**config.mk**
```make
export PLATFORM = sky130hd
export DESIGN_NAME = i2c_seq_master
export DESIGN_NICKNAME = d
export VERILOG_FILES = /design/src/rtl/i2c_seq_pkg.sv /design/src/rtl/i2c_rate_gen.sv /design/src/rtl/i2c_byte_store.sv /design/src/rtl/i2c_seq_master.sv
export SDC_FILE = /design/constraint.sdc
export NUM_CORES = 1
export LEC_CHECK = 0
export BUFFER_PORTS_ARGS = -buffer_cell sky130_fd_sc_hd__buf_2
export CORE_ASPECT_RATIO = 2
export CORE_MARGIN = 5
export CORE_UTILIZATION = 35
export DETAILED_ROUTE_END_ITERATION = 6
export SYNTH_ARGS = -nofsm -noshare
export SYNTH_HDL_FRONTEND = slang
export SYNTH_SLANG_ARGS = --single-unit
```
**constraint.sdc**
```tcl
create_clock -name clk_i -period 2.7 [get_ports clk_i]
set_clock_uncertainty 0.2 [all_clocks]
set_input_delay 0.27 -clock clk_i [delete_from_list [all_inputs] [get_ports clk_i]]
set_output_delay 0.27 -clock clk_i [all_outputs]
set_load 0.01 [all_outputs]
```
**src/rtl/i2c_seq_pkg.sv**
```systemverilog
package i2c_seq_pkg;
  typedef enum logic [1:0] {
    XFER_WR    = 2'd0,
    XFER_RD    = 2'd1,
    XFER_WR_RD = 2'd2,
    XFER_RD_WR = 2'd3
  } xfer_e;

  typedef enum logic [3:0] {
    ST_IDLE,
    ST_START,
    ST_BIT_LO,
    ST_BIT_HI,
    ST_RS_LO,
    ST_RS_HI,
    ST_STOP_LO,
    ST_STOP_HI,
    ST_STOP_END
  } seq_state_e;

  localparam int unsigned BYTE_W = 8;
endpackage

```
**src/rtl/i2c_rate_gen.sv**
```systemverilog
module i2c_rate_gen #(
  parameter int unsigned SYS_CLK_HZ = 100_000_000
) (
  input  logic       clk_i,
  input  logic       rst_ni,
  input  logic       clear_i,
  input  logic [1:0] sel_i,
  output logic       tick_o
);
  localparam int unsigned HALF_100K = SYS_CLK_HZ / 200_000;
  localparam int unsigned HALF_400K = SYS_CLK_HZ / 800_000;
  localparam int unsigned HALF_800K = SYS_CLK_HZ / 1_600_000;
  localparam int unsigned HALF_1M   = SYS_CLK_HZ / 2_000_000;
  localparam int unsigned CNT_W     = $clog2(HALF_100K + 1);

  logic [CNT_W-1:0] cnt_q, limit;

  always_comb begin
    case (sel_i)
      2'd0:    limit = CNT_W'(HALF_100K - 1);
      2'd1:    limit = CNT_W'(HALF_400K - 1);
      2'd2:    limit = CNT_W'(HALF_800K - 1);
      default: limit = CNT_W'(HALF_1M - 1);
    endcase
  end

  assign tick_o = (cnt_q == limit) && !clear_i;

  always_ff @(posedge clk_i or negedge rst_ni) begin
    if (!rst_ni)                cnt_q <= '0;
    else if (clear_i || tick_o) cnt_q <= '0;
    else                        cnt_q <= cnt_q + 1'b1;
  end

  AST_TICK_SPACING: assert property (@(posedge clk_i) disable iff (!rst_ni)
    tick_o |=> !tick_o);
  AST_CNT_BOUND: assert property (@(posedge clk_i) disable iff (!rst_ni)
    !clear_i |-> cnt_q <= limit);
endmodule

```
**src/rtl/i2c_byte_store.sv**
```systemverilog
module i2c_byte_store #(
  parameter int unsigned DEPTH = 8,
  parameter int unsigned IDX_W = $clog2(DEPTH)
) (
  input  logic               clk_i,
  input  logic               rst_ni,
  input  logic               load_i,
  input  logic [DEPTH*8-1:0] load_data_i,
  input  logic               we_i,
  input  logic [IDX_W-1:0]   idx_i,
  input  logic [7:0]         byte_i,
  output logic [DEPTH*8-1:0] flat_o
);
  for (genvar g = 0; g < DEPTH; g++) begin : g_entry
    logic [7:0] mem_q;
    always_ff @(posedge clk_i or negedge rst_ni) begin
      if (!rst_ni)                              mem_q <= '0;
      else if (load_i)                          mem_q <= load_data_i[g*8 +: 8];
      else if (we_i && idx_i == IDX_W'(g))      mem_q <= byte_i;
    end
    assign flat_o[g*8 +: 8] = mem_q;
  end
endmodule

```
**src/rtl/i2c_seq_master.sv**
```systemverilog
module i2c_seq_master
  import i2c_seq_pkg::*;
#(
  parameter int unsigned SYS_CLK_HZ = 100_000_000,
  parameter int unsigned MAX_BYTES  = 8,
  parameter int unsigned LEN_W      = $clog2(MAX_BYTES)
) (
  input  logic                      clk_i,
  input  logic                      rst_ni,
  input  logic                      start_i,
  input  logic [1:0]                xfer_i,
  input  logic [6:0]                addr_i,
  input  logic [LEN_W-1:0]          wr_len_i,
  input  logic [LEN_W-1:0]          rd_len_i,
  input  logic [1:0]                rate_sel_i,
  input  logic [MAX_BYTES*8-1:0]    wr_data_i,
  output logic [MAX_BYTES*8-1:0]    rd_data_o,
  output logic                      busy_o,
  output logic                      done_o,
  output logic                      nack_o,
  output logic                      scl_oe_o,
  output logic                      sda_oe_o,
  input  logic                      sda_i
);
  localparam int unsigned FLAT_W = MAX_BYTES * BYTE_W;

  seq_state_e       state_q;
  xfer_e            xfer_q;
  logic [6:0]       addr_q;
  logic [LEN_W-1:0] wlen_q, rlen_q, byte_idx_q, nxt_idx, last_idx;
  logic [1:0]       rate_q;
  logic             phase_q, is_addr_q, nack_q, done_q;
  logic [3:0]       bit_cnt_q;
  logic [7:0]       shreg_q, wr_sel;
  logic             tick, accept, phase_rd, rx_byte, last_byte, tx_level, rx_we;
  logic [FLAT_W-1:0] wr_flat;

  assign accept = (state_q == ST_IDLE) && start_i;

  i2c_rate_gen #(.SYS_CLK_HZ(SYS_CLK_HZ)) i_rate (
    .clk_i  (clk_i),
    .rst_ni (rst_ni),
    .clear_i(state_q == ST_IDLE),
    .sel_i  (rate_q),
    .tick_o (tick)
  );

  i2c_byte_store #(.DEPTH(MAX_BYTES), .IDX_W(LEN_W)) i_wr_store (
    .clk_i      (clk_i),
    .rst_ni     (rst_ni),
    .load_i     (accept),
    .load_data_i(wr_data_i),
    .we_i       (1'b0),
    .idx_i      ('0),
    .byte_i     (8'h00),
    .flat_o     (wr_flat)
  );

  i2c_byte_store #(.DEPTH(MAX_BYTES), .IDX_W(LEN_W)) i_rd_store (
    .clk_i      (clk_i),
    .rst_ni     (rst_ni),
    .load_i     (accept),
    .load_data_i('0),
    .we_i       (rx_we),
    .idx_i      (byte_idx_q),
    .byte_i     ({shreg_q[6:0], sda_i}),
    .flat_o     (rd_data_o)
  );

  // direction of the active phase
  always_comb begin
    if (phase_q) phase_rd = (xfer_q == XFER_WR_RD);
    else         phase_rd = (xfer_q == XFER_RD) || (xfer_q == XFER_RD_WR);
  end

  assign rx_byte   = !is_addr_q && phase_rd;
  assign last_idx  = phase_rd ? rlen_q : wlen_q;
  assign last_byte = (byte_idx_q == last_idx);
  assign nxt_idx   = is_addr_q ? '0 : byte_idx_q + 1'b1;
  assign wr_sel    = wr_flat[8*int'(nxt_idx) +: 8];
  assign rx_we     = (state_q == ST_BIT_HI) && tick && rx_byte && (bit_cnt_q == 4'd7);

  always_comb begin
    if (bit_cnt_q < 4'd8) tx_level = rx_byte ? 1'b1 : shreg_q[7];
    else                  tx_level = rx_byte ? last_byte : 1'b1;
  end

  always_comb begin
    scl_oe_o = (state_q == ST_BIT_LO) || (state_q == ST_RS_LO) || (state_q == ST_STOP_LO);
    case (state_q)
      ST_START, ST_STOP_LO, ST_STOP_HI: sda_oe_o = 1'b1;
      ST_BIT_LO, ST_BIT_HI:             sda_oe_o = !tx_level;
      default:                          sda_oe_o = 1'b0;
    endcase
  end

  always_ff @(posedge clk_i or negedge rst_ni) begin
    if (!rst_ni) begin
      state_q    <= ST_IDLE;
      xfer_q     <= XFER_WR;
      addr_q     <= '0;
      wlen_q     <= '0;
      rlen_q     <= '0;
      rate_q     <= '0;
      phase_q    <= 1'b0;
      is_addr_q  <= 1'b0;
      byte_idx_q <= '0;
      bit_cnt_q  <= '0;
      shreg_q    <= '0;
      nack_q     <= 1'b0;
      done_q     <= 1'b0;
    end else begin
      done_q <= 1'b0;
      case (state_q)
        ST_IDLE: if (start_i) begin
          xfer_q  <= xfer_e'(xfer_i);
          addr_q  <= addr_i;
          wlen_q  <= wr_len_i;
          rlen_q  <= rd_len_i;
          rate_q  <= rate_sel_i;
          phase_q <= 1'b0;
          nack_q  <= 1'b0;
          state_q <= ST_START;
        end
        ST_START: if (tick) begin
          is_addr_q  <= 1'b1;
          byte_idx_q <= '0;
          bit_cnt_q  <= '0;
          shreg_q    <= {addr_q, phase_rd};
          state_q    <= ST_BIT_LO;
        end
        ST_BIT_LO: if (tick) state_q <= ST_BIT_HI;
        ST_BIT_HI: if (tick) begin
          if (bit_cnt_q < 4'd8) begin
            shreg_q   <= {shreg_q[6:0], sda_i};
            bit_cnt_q <= bit_cnt_q + 1'b1;
            state_q   <= ST_BIT_LO;
          end else if (!rx_byte && sda_i) begin
            nack_q  <= 1'b1;
            state_q <= ST_STOP_LO;
          end else if (is_addr_q || !last_byte) begin
            is_addr_q  <= 1'b0;
            byte_idx_q <= nxt_idx;
            bit_cnt_q  <= '0;
            shreg_q    <= wr_sel;
            state_q    <= ST_BIT_LO;
          end else if (xfer_q[1] && !phase_q) begin
            phase_q <= 1'b1;
            state_q <= ST_RS_LO;
          end else begin
            state_q <= ST_STOP_LO;
          end
        end
        ST_RS_LO:    if (tick) state_q <= ST_RS_HI;
        ST_RS_HI:    if (tick) state_q <= ST_START;
        ST_STOP_LO:  if (tick) state_q <= ST_STOP_HI;
        ST_STOP_HI:  if (tick) state_q <= ST_STOP_END;
        ST_STOP_END: if (tick) begin
          state_q <= ST_IDLE;
          done_q  <= 1'b1;
        end
        default: state_q <= ST_IDLE;
      endcase
    end
  end

  assign busy_o = (state_q != ST_IDLE);
  assign done_o = done_q;
  assign nack_o = nack_q;

  AST_IDLE_RELEASE: assert property (@(posedge clk_i) disable iff (!rst_ni)
    !busy_o |-> (!scl_oe_o && !sda_oe_o));
  AST_ADDR_FIRST: assert property (@(posedge clk_i) disable iff (!rst_ni)
    ($past(state_q) == ST_START && state_q == ST_BIT_LO) |-> is_addr_q);
  AST_BIT_RANGE: assert property (@(posedge clk_i) disable iff (!rst_ni)
    (state_q == ST_BIT_LO || state_q == ST_BIT_HI) |-> bit_cnt_q <= 4'd8);
  AST_RS_NO_STOP: assert property (@(posedge clk_i) disable iff (!rst_ni)
    (state_q == ST_RS_HI) |=> (state_q == ST_RS_HI || state_q == ST_START));
  AST_NACK_STOP: assert property (@(posedge clk_i) disable iff (!rst_ni)
    $rose(nack_o) |-> state_q == ST_STOP_LO);
  AST_DONE_IDLE: assert property (@(posedge clk_i) disable iff (!rst_ni)
    done_o |-> !busy_o);
  AST_CMD_HELD: assert property (@(posedge clk_i) disable iff (!rst_ni)
    ($past(busy_o) && busy_o) |-> ($stable(addr_q) && $stable(xfer_q)));
  AST_SDA_HOLD: assert property (@(posedge clk_i) disable iff (!rst_ni)
    (state_q == ST_BIT_HI && $past(state_q) == ST_BIT_HI) |-> $stable(sda_oe_o));
endmodule

```
### Word-level counts from Yosys, hierarchy flattened

Cells that the tools add are included.

| operators by class | value |
|---|---|
| multiplexer cells | 75 |
| magnitude comparators | 1 |
| $add $sub $neg | 3 |
| shift-type cells | 1 |
| reduce and logical (&&, ||, !) cells | 49 |
| eq/ne operators | 40 |

Operators with widths:

| kind | count |
|---|---|
| $mux W8 | 21 |
| $shiftx A64 B7 Y8 | 1 |
| $mux W4 | 13 |
| $pmux W4 S9 | 1 |
| $mux W3 | 10 |
| $pmux W9 S3 | 1 |
| $ne A2 B1 Y1 const B | 11 |
| $eq A4 B3 Y1 const B | 5 |
| $mux W1 | 20 |
| $reduce_bool A2 Y1 | 10 |
| $logic_and A1 B1 Y1 | 16 |
| $pmux W8 S2 | 1 |
| $eq A3 B3 Y1 const B | 4 |
| $reduce_and A5 Y1 | 2 |
| $add A9 B1 Y9 const B | 1 |
| $eq A9 B9 Y1 | 1 |
| $mux W9 | 1 |
| $reduce_and A9 Y1 | 1 |
| $eq A4 B2 Y1 const B | 2 |
| $ne A2 B2 Y1 const B | 4 |
| $pmux W1 S2 | 4 |
| $pmux W4 S2 | 1 |
| $reduce_and A7 Y1 | 1 |
| $eq A2 B2 Y1 const B | 3 |
| other kinds (23) | 34 |

| word-level totals | value |
|---|---|
| register bits | 177 |
| input port bits | 85 |
| word-level logic and storage cells | 199 |
| output and inout port bits | 69 |

### Longest topological paths before layout

| depth | value |
|---|---|
| word-level depth | 12 |
| gate-level depth with buffers | 12 |

### Cells and area by module

From an unflattened synthesis, not the netlist that was laid out.

| unflattened totals | value |
|---|---|
| cell total of the unflattened synthesis | 920 |
| area total of the unflattened synthesis | 9303.9 µm² |

Modules (own cells, without submodules):

| module | cells an instance | seq. area each (µm²) | times used | area an instance (µm²) |
|---|---|---|---|---|
| i2c_byte_store | 294 | 1601.5 | 2 | 3085.5 |
| i2c_seq_master | 279 | 1001.0 | 1 | 2580.0 |
| i2c_rate_gen | 53 | 225.2 | 1 | 553.0 |

### Worst setup path before layout

No wires, ideal clock.

| timing path | value |
|---|---|
| path type | flip-flop to flip-flop |
| from | reg byte_idx_q[0] |
| to | reg shreg_q[6] |
| path buffers | 3 |
| arrival | 2.528 ns |
| required time | 2.375 ns |
| clock period less this slack | 2.853 ns |
| path slack | -0.153 ns |
| stages on the path, launching flop included | 13 |
| setup time | 0.125 ns |
| path through | dfrtp_1 -> buf_2 -> inv_1 -> ha_1 -> clkbuf_1 -> clkbuf_1 -> mux2i_1 -> nor2_1 -> a21oi_1 -> a21oi_1 -> a21oi_1 -> o22ai_1 -> mux2_2 |

| on the way | value |
|---|---|
| word-level cells in the longest chain between the ends | 8 |

Ends and longest elaborated chain:

| element | RTL line | RTL |
|---|---|---|
| start, declared | i2c_seq_master.sv:30 | `logic [LEN_W-1:0] wlen_q, rlen_q, byte_idx_q, nxt_idx, last_idx;` |
| start signal, assigned | i2c_seq_master.sv:143 | `byte_idx_q <= nxt_idx;` |
| $add A3 B1 Y3 | i2c_seq_master.sv:79 | `assign nxt_idx = is_addr_q ? '0 : byte_idx_q + 1'b1;` |
| $mux W3 | i2c_seq_master.sv:79 |  |
| $shiftx A64 B7 Y8 | i2c_seq_master.sv:80 | `assign wr_sel = wr_flat[8*int'(nxt_idx) +: 8];` |
| $mux W8 | i2c_seq_master.sv:141 | `end else if (is_addr_q \|\| !last_byte) begin` |
| $mux W8 | i2c_seq_master.sv:138 | `end else if (!rx_byte && sda_i) begin` |
| $mux W8 | i2c_seq_master.sv:134 | `if (bit_cnt_q < 4'd8) begin` |
| $mux W8 | i2c_seq_master.sv:133 | `ST_BIT_HI: if (tick) begin` |
| $pmux W8 S2 | i2c_seq_master.sv:114 | `case (state_q)` |
| end signal, assigned | i2c_seq_master.sv:129 | `shreg_q <= {addr_q, phase_rd};` |
| end signal, assigned | i2c_seq_master.sv:135 | `shreg_q <= {shreg_q[6:0], sda_i};` |
| end signal, assigned | i2c_seq_master.sv:145 | `shreg_q <= wr_sel;` |
| end, declared | i2c_seq_master.sv:34 | `logic [7:0] shreg_q, wr_sel;` |

Several ways; a longest one is shown, not always the timed one. The select of a mux whose other input is x is not followed.
A chain may end at the register's enable or synchronous reset.

### Worst setup path in the final report

| timing path | value |
|---|---|
| from | reg xfer_q[1] |
| to | out sda_oe_o |

| on the way | value |
|---|---|
| word-level cells in the longest chain between the ends | 9 |

Ends and longest elaborated chain:

| element | RTL line | RTL |
|---|---|---|
| start, declared | i2c_seq_master.sv:28 | `xfer_e xfer_q;` |
| start signal, assigned | i2c_seq_master.sv:116 | `xfer_q <= xfer_e'(xfer_i);` |
| $eq A2 B1 Y1 / $eq A2 B2 Y1 (equally long branches) | i2c_seq_master.sv:73 | `else phase_rd = (xfer_q == XFER_RD) \|\| (xfer_q == XFER_RD_WR);` |
| $logic_or A1 B1 Y1 | i2c_seq_master.sv:73 |  |
| $mux W1 * | i2c_seq_master.sv:72 | `if (phase_q) phase_rd = (xfer_q == XFER_WR_RD);` |
| $mux W3 | i2c_seq_master.sv:77 | `assign last_idx = phase_rd ? rlen_q : wlen_q;` |
| $eq A3 B3 Y1 | i2c_seq_master.sv:78 | `assign last_byte = (byte_idx_q == last_idx);` |
| $mux W1 | i2c_seq_master.sv:85 | `else tx_level = rx_byte ? last_byte : 1'b1;` |
| $mux W1 * | i2c_seq_master.sv:84 | `if (bit_cnt_q < 4'd8) tx_level = rx_byte ? 1'b1 : shreg_q[7];` |
| $logic_not A1 Y1 * | i2c_seq_master.sv:92 | `ST_BIT_LO, ST_BIT_HI: sda_oe_o = !tx_level;` |
| $pmux W1 S2 * | i2c_seq_master.sv:90 | `case (state_q)` |
| end, declared | i2c_seq_master.sv:22 | `output logic sda_oe_o,` |

Every way passes the cells marked *; elsewhere a longest branch is shown, timed or not.

==> flow_metrics.py <==
metrics = {
    "final_layout": {
        "final_common_cell": "dfrtp_1",
        "final_cell_mix": "dfrtp_1 (174), buf_2 (153), nand2_1 (143), a21oi_1 (109), mux2_2 (87)",
        "drive_gt1_share_pct": 33.3,
        "fin_util_pct": 47.3,
        "nets": 1109,
        "antennaDiodeCount": 0,
        "postLayoutCellArea_sq_um": 10900,
        "nFillCells": 2159,
        "areaGrowthSynthToFinish_pct": 34.2,
    },
    "placed_design": {
        "dp_hpwl_um": 15900,
        "dpl_cell_area_sq_um": 9320,
        "io_buffers": 153,
        "place_congestion": 0.844,
        "post-place-ws_ns": -0.0221,
    },
    "sta": {
        "final_max_slew_viol_count": 0,
        "period_minus_slack_ns": 2.77,
        "setup_slack_ns": -0.0716,
        "holdWs_ns": 0.0678,
        "worst_pin_slew_ns": 0.657,
        "fin_crit_sh_pct": 103,
        "fmaxAchievable_mhz": 361,
        "grt_setup_unrepaired": "true",
        "setup_viol": 1,
        "timing.setup.tns_ns": -0.0716,
        "slew_headroom_pct": 56.2,
        "finalHoldViolCount": 0,
    },
    "synth": {
        "ys_ff_latch": 177,
        "synth.top_cell.area_share_pct": 54.6,
        "ys.flop_type": "dfrtp_1",
        "synth.distinct_cells": 46,
        "synthArstFlopShare_pct": 100,
        "synth_edf_count": 0,
        "yosysTopAreaCell": "dfrtp_1",
        "yosysWarnings": 0,
        "syn_area_sq_um": 8120,
        "synth_fp_nets": 874,
        "synthTopCellsByArea": "dfrtp_1 (55%), mux2_2 (12%), a21oi_1 (7.0%), nand2_1 (6.6%), mux2i_1 (2.3%)",
        "avgSynthCellArea_sq_um": 10.4,
        "synthCells": 779,
        "synth_seq_area_share_pct": 54.6,
    },
    "outcome": {
        "violations": "setup timing",
        "status": "finished with violations",
    },
    "drt": {
        "routed_wl_um": 23700,
        "drtAntennaViolNets": 0,
        "remaining_drc_errors": 0,
        "vias": 6729,
        "drtIter0Drc": 343,
        "wl_per_cell_um": 18.1,
        "firstDrtPassIters": 5,
        "viasPerCell": 5.14,
    },
    "floorplan": {
        "die_area_sq_um": 26500,
        "io_pins": 154,
        "die_y_um": 225,
        "initial_core_util_pct": 35.3,
        "row_count": 79,
        "coreArea_sq_um": 23000,
        "die-width_um": 118,
    },
    "global_routing": {
        "gr-total-overflow": 0,
        "grt_use_total_pct": 18.1,
        "grt_antenna_before_repair": 0,
        "grt_pass1_wl_um": 38200,
        "grt_max_degree": 87,
        "grt_pass1_vias": 6915,
    },
    "power_and_ir_drop": {
        "p_clk_share_pct": 41.7,
        "p_leak_nw": 5.22,
        "switching_share_pct": 23.2,
        "comb_power_share_pct": 9.4,
        "p_int_mw": 4.46,
        "ir_drop_v": 0.000436,
        "p_sw_mw": 1.35,
        "powerDensity_nw_per_um2": 533,
        "sequentialPowerShare_pct": 48.8,
    },
    "setup_path": {
        "critPathMaxFanout": 4,
        "critPathRequiredTime_ns": 2.23,
        "path_class": "reg -> out",
        "end_kind": "output pin",
        "critPathArrivalTime_ns": 2.30,
        "cp-start-kind": "flip-flop",
    },
    "clock_tree": {
        "cts_root_buf": "clkbuf_16",
        "cts_tree": "built",
        "clkSinkCount": 177,
        "clkTransAtPathRegs_ns": 0.07,
        "clockBufferDepth": 2,
        "clkLatencyLatePin_ns": 0.44,
        "h-tree-depth": 4,
        "cts_buffers": 17,
    },
    "flow_run": {
        "drv_cap": 0,
    },
    "worst_hold_path": {
        "hold_path_class": "in -> reg",
    },
}
## sequential cells by signal (all words and copies together) (netlist names), 2 cells and up
| name | count |
|---|---|
| i_rate.cnt_q | 9 |
| bit_cnt_q | 4 |
| wlen_q | 3 |
| xfer_q | 2 |
| i_wr_store.g_entry.mem_q | 64 |
| addr_q | 7 |
| byte_idx_q | 3 |
| state_q | 4 |
| rate_q | 2 |
| i_rd_store.g_entry.mem_q | 64 |
| rlen_q | 3 |
| shreg_q | 8 |
## layer usage
layer	GRT usage, %	wire [um]	vias to the layer above
met1	23.5	9850	3296
met2	29.7	11900	225
met5	0	0	-
met4	6.19	504	0
li1	-	-	3180
met3	4.30	1430	28
## path summary, 6_finish.rpt
kind | to | slack (ns) | depth (start not counted) | from
min in group asynchronous | i_wr_store.g_entry[1].mem_q[5]$_DFFE_PN0P_ | 0.09 | 2 | rst_ni
hold reg to reg | i_wr_store.g_entry[2].mem_q[0]$_DFFE_PN0P_ | 0.31 | 1 | i_wr_store.g_entry[2].mem_q[0]$_DFFE_PN0P_
max in group asynchronous | i_wr_store.g_entry[3].mem_q[0]$_DFFE_PN0P_ | 1.44 | 3 | rst_ni
setup / recovery | sda_oe_o | -0.07 | 9 | xfer_q[1]$_DFFE_PN0P_
hold / removal | i_rd_store.g_entry[1].mem_q[0]$_DFFE_PN0P_ | 0.07 | 3 | sda_i
setup reg to reg | i_rd_store.g_entry[0].mem_q[1]$_DFFE_PN0P_ | 0.09 | 8 | phase_q$_DFFE_PN0P_
## power groups by stage
stage | logic (mW) | clock network (mW) | registers (mW)
floorplan | 0.174 | 0 | 2.89
global placement | 0.430 | 0 | 2.88
detailed placement | 0.439 | 0 | 2.88
CTS | 0.545 | 2.50 | 2.83
global route | 0.608 | 2.58 | 2.85
finish | 0.548 | 2.42 | 2.84
## logic make-up (layout without fill, tap and decap cells)
group,after synthesis,after routing,synth area share (%)
AOI/OAI and AO/OA,166,166,11.5
xor gates and xnor gates,10,10,1.08
adders and majority gates,10,10,1.54
buffers and inverters,67,313,3.39
DFF,177,177,54.6
muxes,106,106,14.4
and+or+nand+nor,243,243,13.5
## worst max-delay path: stages, from the launching register on
cell and delay, ns:
dfrtp_2 0.45, a21oi_4 0.20, o21ai_2 0.10, and3_4 0.19
nor4_4 0.26, buf_4 0.17, a21oi_2 0.05, a21oi_2 0.17
a311oi_2 0.11, buf_2 0.16
## final cells by class
type	instances	area (sq um)	area share (%)
Clock buffer	22	464	4.26
Clock inverter	8	105	0.964
Inverter	14	52.6	0.482
Multi-Input combinational cell	535	3570	32.7
Sequential cell	177	4430	40.7
Tap cell	283	354	3.25
Timing Repair Buffer	269	1920	17.6
## what timing repair did
item / CTS / global route
resized for setup: 17 / 23
endpoints found under the hold margin: 239 / 0
gates cloned: 0 / 1
hold buffers: 82 / 0
setup endpoints to repair: 25 / 60
buffers inserted: 3 / 1
pin swaps: 8 / 1
## stage by stage
stage | total power, mW | cells
2_1_floorplan | 3.07 | 779
3_3_place_gp | 3.31 | 1191
3_5_place_dp | 3.32 | 1191
4_1_cts | 5.88 | 1306
5_1_grt | 6.04 | 1308
6_report | 5.81 | 1308
## cells in the mapped netlist (all sizes together) (5+ instances only)
cell,n
nand2,143
a21o,5
inv,14
clkbuf,43
a221oi,8
a21oi,113
mux2,87
o22ai,9
ha,10
nor2,37
and3,13
mux2i,19
nand3,14
xnor2,5
buf,10
and2,5
o21ai,18
nor3,7
dfrtp,177
and4,5
xor2,5
No activity file was read; power rests on OpenSTA's default activity.
